`config.mk`:
```
export PLATFORM = sky130hd
export DESIGN_NAME = irq_prio_arbiter
export DESIGN_NICKNAME = d
export VERILOG_FILES = /design/src/rtl/irqArbPkg.sv /design/src/rtl/irqArbDatapath.sv /design/src/rtl/irqArbControl.sv /design/src/rtl/irq_prio_arbiter.sv
export SDC_FILE = /design/constraint.sdc
export NUM_CORES = 1
export LEC_CHECK = 0
export ABC_AREA = 1
export BUFFER_PORTS_ARGS = -buffer_cell sky130_fd_sc_hd__buf_2
export CAP_MARGIN = 20
export CORE_MARGIN = 2
export CORE_UTILIZATION = 24
export CTS_BUF_LIST = sky130_fd_sc_hd__clkbuf_8
export DETAILED_ROUTE_END_ITERATION = 10
export SYNTH_ARGS = -nofsm -noshare
export SYNTH_HDL_FRONTEND = slang
export SYNTH_SLANG_ARGS = --single-unit
```
`constraint.sdc`:
```
create_clock -name clk -period 57.6 [get_ports clk]
set_input_delay 0 -clock clk [delete_from_list [all_inputs] [get_ports clk]]
set_output_delay 0 -clock clk [all_outputs]
set_load 0.03 [all_outputs]
```
`src/rtl/irqArbPkg.sv`:
```
package irqArbPkg;
  typedef struct packed {
    logic load;     // capture arbiter winner into output registers
    logic clrPend;  // clear pending flag of presented vector
  } arbStrobe_t;
endpackage

```
`src/rtl/irqArbDatapath.sv`:
```
module irqArbDatapath
  import irqArbPkg::*;
#(
  parameter int NUM_SRC = 23,
  parameter int LVL_W   = 3,
  parameter int DATA_W  = 16,
  parameter int ODD_LSB = 8,
  parameter int REG_AW  = 4,
  parameter int VEC_W   = 5
) (
  input  logic              clk,
  input  logic              rstN,
  input  logic [REG_AW-1:0] regAddr,
  input  logic              regWe,
  input  logic [DATA_W-1:0] regWdata,
  output logic [DATA_W-1:0] regRdata,
  input  logic [NUM_SRC-1:0] irqIn,
  input  logic [NUM_SRC-1:0] irqEn,
  input  logic [LVL_W-1:0]  coreLvl,
  input  arbStrobe_t        strobe,
  output logic              winValid,
  output logic [LVL_W-1:0]  winLvl,
  output logic [VEC_W-1:0]  curVec,
  output logic [LVL_W-1:0]  curLvl
);
  logic [LVL_W-1:0]   lvlQ [NUM_SRC];
  logic [NUM_SRC-1:0] pendQ;
  logic [NUM_SRC-1:0] clrMask;
  logic [VEC_W-1:0]   winVec;
  logic               winFound;

  // level register bank: two fields per register, even source low
  always_ff @(posedge clk or negedge rstN) begin
    if (!rstN) begin
      for (int s = 0; s < NUM_SRC; s++) lvlQ[s] <= '0;
    end else if (regWe) begin
      for (int s = 0; s < NUM_SRC; s++) begin
        if (regAddr == REG_AW'(s >> 1)) begin
          if (s % 2 == 0) lvlQ[s] <= regWdata[LVL_W-1:0];
          else            lvlQ[s] <= regWdata[ODD_LSB +: LVL_W];
        end
      end
    end
  end

  always_comb begin
    regRdata = '0;
    for (int s = 0; s < NUM_SRC; s++) begin
      if (regAddr == REG_AW'(s >> 1)) begin
        if (s % 2 == 0) regRdata[LVL_W-1:0]       = lvlQ[s];
        else            regRdata[ODD_LSB +: LVL_W] = lvlQ[s];
      end
    end
  end

  // sticky pending flags
  always_comb begin
    clrMask = '0;
    if (strobe.clrPend) clrMask[curVec] = 1'b1;
  end

  always_ff @(posedge clk or negedge rstN) begin
    if (!rstN) pendQ <= '0;
    else       pendQ <= (pendQ & ~clrMask) | irqIn;
  end

  // arbiter: highest level, lowest index on ties
  always_comb begin
    winFound = 1'b0;
    winLvl   = '0;
    winVec   = '0;
    for (int s = 0; s < NUM_SRC; s++) begin
      if (pendQ[s] && irqEn[s] && (!winFound || lvlQ[s] > winLvl)) begin
        winFound = 1'b1;
        winLvl   = lvlQ[s];
        winVec   = VEC_W'(s);
      end
    end
  end

  assign winValid = winFound && (winLvl >= coreLvl);

  // presented vector / level
  always_ff @(posedge clk or negedge rstN) begin
    if (!rstN) begin
      curVec <= '0;
      curLvl <= '0;
    end else if (strobe.load) begin
      curVec <= winVec;
      curLvl <= winLvl;
    end
  end
endmodule

```
`src/rtl/irqArbControl.sv`:
```
module irqArbControl
  import irqArbPkg::*;
#(
  parameter int LVL_W = 3
) (
  input  logic             clk,
  input  logic             rstN,
  input  logic             intAck,
  input  logic             winValid,
  input  logic [LVL_W-1:0] winLvl,
  input  logic [LVL_W-1:0] curLvl,
  output arbStrobe_t       strobe,
  output logic             reqQ
);
  logic ackHit;

  assign ackHit         = reqQ && intAck;
  assign strobe.clrPend = ackHit;
  assign strobe.load    = !ackHit && winValid && (!reqQ || winLvl > curLvl);

  always_ff @(posedge clk or negedge rstN) begin
    if (!rstN)            reqQ <= 1'b0;
    else if (ackHit)      reqQ <= 1'b0;
    else if (strobe.load) reqQ <= 1'b1;
  end
endmodule

```
`src/rtl/irq_prio_arbiter.sv`:
```
module irq_prio_arbiter
  import irqArbPkg::*;
#(
  parameter int NUM_SRC = 23,
  parameter int LVL_W   = 3,
  parameter int DATA_W  = 16,
  parameter int ODD_LSB = 8,
  localparam int NUM_REG = (NUM_SRC + 1) / 2,
  localparam int REG_AW  = $clog2(NUM_REG),
  localparam int VEC_W   = $clog2(NUM_SRC)
) (
  input  logic               clk,
  input  logic               rstN,
  input  logic [REG_AW-1:0]  regAddr,
  input  logic               regWe,
  input  logic [DATA_W-1:0]  regWdata,
  output logic [DATA_W-1:0]  regRdata,
  input  logic [NUM_SRC-1:0] irqIn,
  input  logic [NUM_SRC-1:0] irqEn,
  input  logic [LVL_W-1:0]   coreLvl,
  input  logic               intAck,
  output logic               intReq,
  output logic [VEC_W-1:0]   intVec,
  output logic [LVL_W-1:0]   intLvl
);
  arbStrobe_t       strobe;
  logic             winValid;
  logic [LVL_W-1:0] winLvl;

  irqArbDatapath #(
    .NUM_SRC(NUM_SRC), .LVL_W(LVL_W), .DATA_W(DATA_W),
    .ODD_LSB(ODD_LSB), .REG_AW(REG_AW), .VEC_W(VEC_W)
  ) u_dp (
    .clk(clk), .rstN(rstN), .regAddr(regAddr), .regWe(regWe),
    .regWdata(regWdata), .regRdata(regRdata), .irqIn(irqIn),
    .irqEn(irqEn), .coreLvl(coreLvl), .strobe(strobe),
    .winValid(winValid), .winLvl(winLvl), .curVec(intVec), .curLvl(intLvl)
  );

  irqArbControl #(.LVL_W(LVL_W)) u_ctl (
    .clk(clk), .rstN(rstN), .intAck(intAck), .winValid(winValid),
    .winLvl(winLvl), .curLvl(intLvl), .strobe(strobe), .reqQ(intReq)
  );
endmodule

```
==> results of run 1 <==
==> metal layers <==
layer	global-route usage, %	vias up	wire length [µm]
met5	0	-	0
met4	5.42	0	482
met3	1.96	26	972
met2	23.7	182	10700
met1	19.7	3350	11200
li1	-	3704	-
==> critical path, delay by kind of cell (launching register included) <==
family | cells | cell delay, ns
and+or+nand+nor | 108 | 9.80
AOI/OAI and AO/OA | 54 | 8.46
adders and majority gates | 23 | 7.07
buffers and inverters | 27 | 1.64
DFF | 1 | 0.38
==> cells in the final DEF, fill, tap and decap left out, types with 2 or more instances in the layout <==
master	n
nand2_2	38
nor2_1	65
o21a_1	3
nand2_1	306
nor3_1	4
or2_2	2
dlygate4sd3_1	25
clkbuf_8	9
buf_4	2
o2111ai_1	3
and2_1	6
nor2_2	2
ha_1	56
o21ai_1	9
inv_4	2
o22ai_1	4
buf_2	76
o21ai_0	169
conb_1	10
a221oi_1	4
bufinv_16	2
nand4_1	5
dfrtp_1	101
diode_2	3
a22o_1	3
nand3_1	48
inv_6	2
inv_1	163
a211oi_1	2
clkinv_2	2
nand3_2	21
a21oi_1	17
nand2_4	21
o211ai_1	2
inv_2	6
==> final cells by class <==
cell class	instances	area share, %
Clock buffer	9	1.39
Antenna cell	3	0.0842
Multi-Input combinational cell	807	49.0
Tap cell	402	5.64
Sequential cell	101	28.4
Timing Repair Buffer	103	7.24
Inverter	171	7.26
Clock inverter	7	1.08
==> worst paths after layout <==
check | start | cells past startpoint | to | slack [ns]
max reg2reg | u_dp.pendQ[0] | 212 | u_dp.curVec[3] | 30.10
max | u_dp.pendQ[0] | 212 | u_dp.curVec[3] | 30.10
max in group asynchronous | rstN | 3 | u_dp.lvlQ[3] | 56.28
min | irqEn[22] | 5 | u_ctl.reqQ | 0.07
min reg2reg | u_dp.lvlQ[57] | 2 | u_dp.lvlQ[57] | 0.50
min in group asynchronous | rstN | 2 | u_dp.lvlQ[65] | 0.17
==> Yosys cell counts <==
library cell	instances	area [µm²]
nand2_1	306	1150
o21ai_0	169	846
inv_1	163	612
dfrtp_1	101	2530
nor2_1	65	244
ha_1	56	701
nand3_1	48	240
nand2_2	38	238
nand2_4	21	236
nand3_2	21	210
a21oi_1	17	85.1
clkbuf_1	17	63.8
buf_4	10	75.1
o21ai_1	9	45.0
and2_1	6	37.5
inv_2	6	22.5
nand4_1	5	31.3
a221oi_1	4	35.0
nor3_1	4	20.0
o22ai_1	4	25.0
a22o_1	3	26.3
o2111ai_1	3	26.3
o21a_1	3	22.5
a211oi_1	2	15.0
inv_4	2	12.5
nor2_2	2	12.5
o211ai_1	2	15.0
or2_2	2	12.5
a2111oi_0	1	8.76
a311oi_1	1	8.76
a31oi_1	1	6.26
a32oi_1	1	8.76
buf_1	1	3.75
conb_1	1	3.75
nor4_1	1	6.26
o221ai_1	1	8.76
or2_1	1	6.26
==> flip-flops by register name, summed over array words and instances (netlist names) <==
register     cells
u_dp.curLvl      3
u_ctl.reqQ       1
u_dp.lvlQ       69
u_dp.curVec      5
u_dp.pendQ      23
==> stage by stage <==
step	instance area (µm²)	utilization [%]	std cells	worst slack [ns]	hold WS, ns
2_1_floorplan	7680	-	1107	33.57	-0.296
4_1_cts	8910	28.3	1600	30.04	0.0445
3_5_place_dp	8440	26.8	1559	30.16	0.103
6_report	8910	28.3	1603	30.10	0.0732
3_3_place_gp	8440	26.8	1559	30.91	0.101
5_1_grt	8910	28.3	1603	26.13	0.0984
==> kinds of logic (layout without fill, tap and decap cells) <==
logic type / count (synthesis) / count (layout) / synth area share [%]
other: 1 / 13 / 0.0490
AND/OR/NAND/NOR: 520 / 520 / 32.0
flip-flops: 101 / 101 / 33.0
AO/OA/AOI/OAI: 221 / 221 / 15.5
adder cells (fa/ha/maj): 56 / 56 / 9.16
buffers and inverters: 199 / 290 / 10.3
==> results by group, run 1 <==
Detailed routing
  • Final WL: between 20000 and 25000 µm
  • DR WL/cell: around 15 µm
  • Via count: ~7.3k
  • Antenna viol nets, final: 0
  • Via density: around 4.5
  • DRC Markers: 0
  • TritonRoute pass-1 iters: 5
  • Initial detailed-routing violation count: between 500 and 600

Floorplanning
  • Die X-Extent: between 150 and 200 µm
  • Site Rows: 65
  • Die Height: around 180 µm
  • Num ports: between 90 and 100
  • Core area: ~31000 µm²
  • Die area: 33300 µm²
  • Initial Util: between 20 and 25%

STA
  • Relative slew slack: 51.4%
  • Worst-margin pin slew: approximately 0.73 ns
  • Slew Viols, Final: 0
  • Final setup viols: 0
  • Clk_skew: between 0.015 and 0.02 ns
  • RSZ-0062 raised after global routing: false
  • Final Hold Fails: 0
  • Period Utilization, post-route: roughly 48%
  • Setup TNS: 0 ns
  • Peak Freq: about 36 MHz
  • Final min period: 27.50 ns

Synthesis
  • #FFs+latches synth: between 100 and 150
  • YS warnings: 0
  • Synthesized cell area: between 7000 and 8000 µm²
  • Synth Area per Inst: slightly below 7 µm²
  • Sequential share of the synthesized area: 33.0%
  • Cells after Synth: about 1.1k
  • Post-synth cell types: 37

Critical path
  • Crit path required time: approximately 58 ns
  • Crit path DAT: 27.83 ns
  • WS Path Type: flop to flop
  • CP peak stage delay: 0.38 ns
  • Cell mode on critical path: o21ai_0
  • Crit Path Max Fanout: 8
  • CP endpoint kind: flop
  • Worst setup SP type: flop
  • Slowest cell on crit path: dfrtp_1

Clocking
  • Clock tree from TritonCTS: yes
  • Setup bufs post-CTS: 0
  • Root buffer cell: clkbuf_8
  • Post-CTS Resized: 0
  • Depth of the CTS H-tree: 3
  • CTS Sinks: between 100 and 150
  • Num CTS Buffers: 9
  • Clock transition at the registers of the reported paths: ~0.11 ns
  • Cts hold-fix bufs: 25
  • Worst skew pair latency: between 0.4 and 0.5 ns
  • Clock buffer depth: 2

Outcome
  • Outcome: completed

Global route
  • Initial antenna violation count: 5
  • First-pass GRT wire length: between 30000 and 40000 µm
  • GRT Util Overall: about 15%
  • Vias in the first global route: roughly 7.0k
  • Largest net degree at the start of global routing: 55
  • Grt ovf: 0

Placement
  • Final Wtd Congestion: around 0.86
  • I/O Buffers: slightly below 80
  • Post-DP HPWL: 18400 µm

Min path
  • Worst Hold Class: input pin to flop

Final layout
  • Share of layout cells above drive strength 1: between 15 and 20%
  • FF+latch area: ~2500 µm²
  • Nets: ~1.3k
  • Filler cell count: between 3k and 4k
  • Multi-input logic area: roughly 4400 µm²
  • Layout area overhead: 16.6%

Job
  • Max-Cap Viols: 0
Power of run 1 is not shown: default switching activity piles up to over one toggle a cycle in this logic, so the estimate is an artifact.
==> inputs of run 2 (changes only) <==
clock period = 28.6 ns   (was 57.6 ns; I/O delays follow)
==> run 2 against run 1 <==
Effect of this change: count of clock-buffer cells in the layout stayed put; final cell count stayed put; largest cell class unchanged; die area stayed put; critical path depth is 9 higher; final area is 0.98% higher; register-to-register slack worse by 27 ns.
==> results by group, run 2 (same netlist as run 1, synthesis figures left out) <==
Critical path
  • CP peak stage delay: 0.37 ns (about the same)
  • CP endpoint kind: flop
  • Crit path required time: 28.93 ns (-29.01 ns)
  • Cell mode on critical path: nand2_1
  • Slowest cell on crit path: dfrtp_1
  • WS Path Type: flop to flop
  • Crit path DAT: 25.71 ns (-2.12 ns)
  • Crit Path Max Fanout: 8 (unchanged)
  • R2R Setup Slk: 3.22 ns (-26.88 ns)
  • Worst setup SP type: flop

Global route
  • Grt ovf: 0 (unchanged)
  • Initial antenna violation count: 3 (-2)
  • Largest net degree at the start of global routing: 55 (unchanged)
  • Vias in the first global route: 7019 (-0.34%)
  • GRT Util Overall: 14.2% (-0.36 points)
  • First-pass GRT wire length: 37100 µm (-2.3%)

Detailed routing
  • DR WL/cell: 14.5 µm (-0.52%)
  • TritonRoute pass-1 iters: 5 (unchanged)
  • DRC Markers: 0 (unchanged)
  • Initial detailed-routing violation count: 552 (+4.5%)
  • Via density: 4.53 (about the same)
  • Via count: 7259 (-0.041%)
  • Final WL: 23200 µm (-0.52%)
  • Antenna viol nets, final: 0 (unchanged)

Placement
  • Final Wtd Congestion: 0.857 (about the same)
  • Post-DP HPWL: 18200 µm (-1.0%)
  • I/O Buffers: 77 (unchanged)
  • Place WS: 1.19 ns (-28.97 ns)
  • Post-DP Area: 8440 µm² (unchanged)

Clocking
  • Root buffer cell: clkbuf_8
  • Clock buffer depth: 2 (unchanged)
  • Clock transition at the registers of the reported paths: 0.11 ns (about the same)
  • Clock tree from TritonCTS: yes
  • Worst skew pair latency: 0.40 ns (about the same)
  • Depth of the CTS H-tree: 3 (unchanged)
  • CTS Sinks: 101 (unchanged)
  • Num CTS Buffers: 9 (unchanged)

Floorplanning
  • Initial Util: 24.3% (unchanged)
  • Core area: 31500 µm² (unchanged)
  • Num ports: 98 (unchanged)
  • Site Rows: 65 (unchanged)
  • Die Height: 183 µm (unchanged)
  • Die area: 33300 µm² (unchanged)
  • Die X-Extent: 183 µm (unchanged)

STA
  • Worst-margin pin slew: 0.736 ns (+0.00669 ns)
  • Slew Viols, Final: 0 (unchanged)
  • Final min period: 25.38 ns (-2.12 ns)
  • Peak Freq: 39.4 MHz (+8.3%)
  • Final Hold Fails: 0 (unchanged)
  • Final setup viols: 0 (unchanged)
  • Hold Worst Slack: 0.0957 ns (+0.0225 ns)
  • Period Utilization, post-route: 88.7% (+41 points)
  • Setup WS post-layout: 3.22 ns (-26.88 ns)
  • Clk_skew: 0.0122 ns (-0.00562 ns)
  • Relative slew slack: 51.0% (-0.39 points)

Final layout
  • Leading cell type in the layout, fill and taps excluded: nand2_1
  • Highest-count cells in the layout ignoring fill and taps: nand2_1, inv_1, o21ai_0, dfrtp_1, buf_2
  • Nets: 1324 (+0.15%)
  • Top reg by flops: u_dp.lvlQ
  • Util after Layout: 28.6% (+0.28 points)
  • Multi-input logic area: 4440 µm² (+1.8%)
  • Layout area overhead: 17.7%
  • Share of layout cells above drive strength 1: 17.3% (+1.7 points)
  • Max FFs per register: 69 (unchanged)
  • Top flop regs: u_dp.lvlQ x69, u_dp.pendQ x23, u_dp.curVec x5
  • Filler cell count: 3394 (-2.0%)
  • Final instance area: 9000 µm² (+0.98%)
  • FF+latch area: 2530 µm² (unchanged)

Min path
  • Worst Hold Class: input pin to flop

Outcome
  • Outcome: completed

Job
  • Max-Cap Viols: 0 (unchanged)
-- run 2: cell types whose count changed in the layout (fill, tap and decap cells not counted), sizes merged --
| cell | previous run | this run |
|---|---|---|
| diode | 3 | 1 |
| buf | 78 | 80 |
-- run 2: timing repair --
action | in CTS | in global routing
endpoints found under the hold margin | 77 | 0
gates resized for setup | 0 | 52
hold buffers | 25 | 0
buffers inserted | 0 | 2
setup endpoints to repair | 0 | 9
-- run 2: routing by layer --
layer	routed length [µm]	GRT usage, %	vias up
met1	11200	19.3	3353
met2	10600	23.5	181
met4	465	3.48	0
met5	0	0	-
met3	1030	2.49	28
li1	-	-	3697
-- run 2: critical path, delay by kind of cell, from the launching register on --
kind / cells / cell delay (ns)
simple gates: 113 / 9.89
fa+ha+maj: 23 / 6.96
compound gates: 56 / 6.48
buf+inv: 29 / 1.55
flops: 1 / 0.37
-- run 2: layout make-up --
cell class | instances | share of cell area (%)
diodes | 1 | 0.0278
clock buffers | 9 | 1.38
clock inverters | 7 | 1.07
inverters | 171 | 7.19
multi-input cells | 807 | 49.3
flip-flops and latches | 101 | 28.1
well taps | 402 | 5.59
repair buffers | 105 | 7.34
-- run 2: worst paths after layout --
kind | start | endpoint | depth (start not counted)
max | u_dp.pendQ[0] | u_dp.curVec[3] | 221
min | regWe | u_dp.lvlQ[1] | 3
max reg2reg | u_dp.pendQ[0] | u_dp.curVec[3] | 221
min reg2reg | u_dp.lvlQ[18] | u_dp.lvlQ[18] | 2
max in group asynchronous | rstN | u_dp.pendQ[14] | 3
min in group asynchronous | rstN | u_dp.pendQ[20] | 2
-- run 2: through the flow --
stage                     cells  TNS, ns
after CTS                  1600        0
after global routing       1603  -0.0604
after detailed placement   1559        0
final                      1603        0
after floorplan            1107        0
after global placement     1559        0
Power of run 2 is left out for the same reason.
==> inputs of run 3 (changes only) <==
ABC_AREA = 0   (was 1)
==> run 3 against run 2 <==
Effect of this change: final area grew 36%; utilization up 8.1 points; the run now ends with setup timing left; die area up 5.7%; area after synthesis grew 5.8%; sequential cell count stayed put; register-to-register slack worse by 6.3 ns; clock skew rose by 0.0078 ns; highest routed layer unchanged; final cell count rose by 7.4%; via count rose by 22%; sequential share of layout area decreased by 7.5 points; routed wire length increased by 39%; maximum frequency decreased by 20%.
==> results by group, run 3 <==
STA
  • Worst-margin pin slew: 1.05 ns (+0.319 ns)
  • Slew Viols, Final: 0 (unchanged)
  • Final Hold Fails: 0 (unchanged)
  • RSZ-0062 raised after global routing: true
  • Period Utilization, post-route: 111% (+22 points)
  • Final min period: 31.65 ns (+6.27 ns)
  • Clk_skew: 0.0200 ns (+0.00781 ns)
  • Setup WS post-layout: -3.05 ns (-6.27 ns)
  • Final setup viols: 9 (+9)
  • Peak Freq: 31.6 MHz (-20%)
  • Relative slew slack: 29.2% (-22 points)

Final layout
  • Leading cell type in the layout, fill and taps excluded: buf_4
  • Top reg by flops: u_dp.lvlQ
  • Filler cell count: 3427 (+0.97%)
  • Highest-count cells in the layout ignoring fill and taps: buf_4, nand2_1, dfrtp_1, buf_2, o21ai_0
  • Max FFs per register: 69 (unchanged)
  • Fin cells: 1722 (+7.4%)
  • Nets: 1397 (+5.5%)
  • Share of layout cells above drive strength 1: 45.8% (+29 points)
  • Layout area overhead: 51.4%
  • Top flop regs: u_dp.lvlQ x69, u_dp.pendQ x23, u_dp.curVec x5

Min path
  • Worst Hold Class: input pin to flop
  • Number of stages on the worst hold path: 3 (unchanged)

Global route
  • Initial antenna violation count: 2 (-1)
  • Largest net degree at the start of global routing: 73 (+33%)
  • Grt ovf: 0 (unchanged)
  • First-pass GRT wire length: 48200 µm (+30%)
  • Vias in the first global route: 8391 (+20%)
  • GRT Util Overall: 17.7% (+3.5 points)

Outcome
  • Outcome: finished with violations
  • Failing checks: setup timing

Floorplanning
  • Die X-Extent: 188 µm (+2.8%)
  • Die area: 35200 µm² (+5.7%)
  • Num ports: 98 (unchanged)
  • Site Rows: 67 (+3.1%)
  • Die Height: 188 µm (+2.8%)
  • Core area: 33400 µm² (+6.0%)
  • Initial Util: 24.3% (-0.042 points)

Detailed routing
  • Met3 wire len: 2480 µm (+140%)
  • DRC Markers: 0 (unchanged)
  • DR WL/cell: 18.8 µm (+30%)
  • Met1 WL: 13900 µm (+24%)
  • Final WL: 32400 µm (+39%)
  • DR top layer: met4
  • Met2 wire len: 15100 µm (+43%)
  • Via density: 5.15 (+14%)
  • Initial detailed-routing violation count: 630 (+14%)
  • Via count: 8869 (+22%)
  • TritonRoute pass-1 iters: 9 (+4)
  • Antenna viol nets, final: 0 (unchanged)

Synthesis
  • Commonest cells post-synth: nand2_1, dfrtp_1, o21ai_0
  • Cells after Synth: 954 (-13%)
  • #FFs+latches synth: 101 (unchanged)
  • Sequential share of the synthesized area: 31.2% (-1.8 points)
  • Most area-hungry cell type in the Yosys netlist: dfrtp_1
  • Post-synth EDFFs: 0 (unchanged)
  • Synth top area share: 31.2% (-1.8 points)
  • Synthesized cell area: 8090 µm² (+5.8%)
  • YS warnings: 0 (unchanged)
  • Synth Area per Inst: 8.48 µm² (+22%)
  • Post-synth cell types: 84 (+130%)
  • Top post-synthesis cells by area: dfrtp_1, ha_1, mux2_2
  • Post-synth ARST share: 100% (unchanged)
  • Post-synth top flop: dfrtp_1
  • Count leader, synth: nand2_1

Critical path
  • Cell mode on critical path: buf_4
  • Reg2reg path depth: 175 (-21%)
  • Slowest cell on crit path: or4_4
  • CP peak stage delay: 0.47 ns (+0.10 ns)
  • Crit path required time: 28.91 ns (-0.02 ns)
  • Crit Path Max Fanout: 8 (unchanged)
  • Worst setup SP type: flop
  • Crit path DAT: 31.96 ns (+6.25 ns)
  • WS Path Type: flop to flop
  • CP endpoint kind: flop

Clocking
  • Depth of the CTS H-tree: 3 (unchanged)
  • Num CTS Buffers: 9 (unchanged)
  • Worst skew pair latency: 0.41 ns (about the same)
  • Root buffer cell: clkbuf_8
  • Clock tree from TritonCTS: yes
  • Clock buffer depth: 2 (unchanged)
  • Clock transition at the registers of the reported paths: 0.12 ns (about the same)
  • CTS Sinks: 101 (unchanged)

Placement
  • I/O Buffers: 77 (unchanged)
  • Placed insts: 1588 (+1.9%)
  • Post-DP HPWL: 24000 µm (+32%)
  • Final Wtd Congestion: 0.924 (+7.8%)

Job
  • Max-Cap Viols: 0 (unchanged)
-- run 3: layout make-up --
type	instances	area (µm²)	share of cell area [%]
clock inverters	5	42.5	0.347
diodes	2	5.00	0.0408
multi-input cells	761	6340	51.7
well taps	448	561	4.57
repair buffers	338	2420	19.8
flip-flops and latches	101	2530	20.6
clock buffers	10	138	1.12
inverters	57	219	1.79
-- run 3: metal layers --
layer	vias up	global-route usage, %
li1	4131	-
met1	4309	24.1
met2	366	28.9
met3	63	2.60
met4	0	5.69
met5	-	0
-- run 3: worst max-delay path: cells and delay by family, from the launching register on --
family / cells / cell delay (ns)
AND/OR/NAND/NOR: 42 / 7.52
adder cells (fa/ha/maj): 22 / 5.85
buffers and inverters: 38 / 4.60
multiplexers: 5 / 1.47
flip-flops: 1 / 0.43
AO/OA/AOI/OAI: 68 / 11.63
-- run 3: through the flow --
step | hold slack (ns) | TNS, ns | util [%] | worst slack, ns | cell area, µm²
2_1_floorplan | -0.296 | -15.17 | - | -1.81 | 8670
3_3_place_gp | -0.00894 | -22.95 | 31.3 | -2.66 | 10500
3_5_place_dp | -0.0104 | -29.57 | 31.3 | -3.39 | 10500
4_1_cts | 0.000851 | -24.66 | 34.4 | -2.81 | 11500
5_1_grt | 0.0424 | -38.60 | 36.7 | -4.44 | 12300
6_report | 0.0243 | -26.20 | 36.7 | -3.05 | 12300
-- run 3: kinds of logic after synthesis --
logic type               Yosys count  share of synthesized area (%)
AND/OR/NAND/NOR                  348                           21.7
AO/OA/AOI/OAI                    275                           23.3
buffers and inverters            101                           5.30
flip-flops                       101                           31.2
multiplexers                      68                           9.25
adder cells (fa/ha/maj)           60                           9.15
other                              1                         0.0463
-- run 3: path summary, 6_finish.rpt --
kind                       slack [ns]             end      startpoint
setup reg to reg                -3.05  u_dp.curVec[0]   u_dp.pendQ[0]
hold / removal                   0.02   u_dp.lvlQ[31]     regWdata[1]
hold reg to reg                  0.50  u_dp.pendQ[18]  u_dp.pendQ[18]
setup / recovery                -3.05  u_dp.curVec[0]   u_dp.pendQ[0]
min in group asynchronous        0.12   u_dp.lvlQ[27]            rstN
max in group asynchronous       27.17   u_dp.lvlQ[21]            rstN
-- run 3: what timing repair did --
action                                  CTS  global route
hold endpoints to repair                 56             0
hold buffers                             26             0
pin swaps                                29           117
gates resized for setup                  25           113
setup buffers                            62            35
gates cloned                              0             0
endpoints found under the setup margin    9             9
Power of run 3 is left out for the same reason.
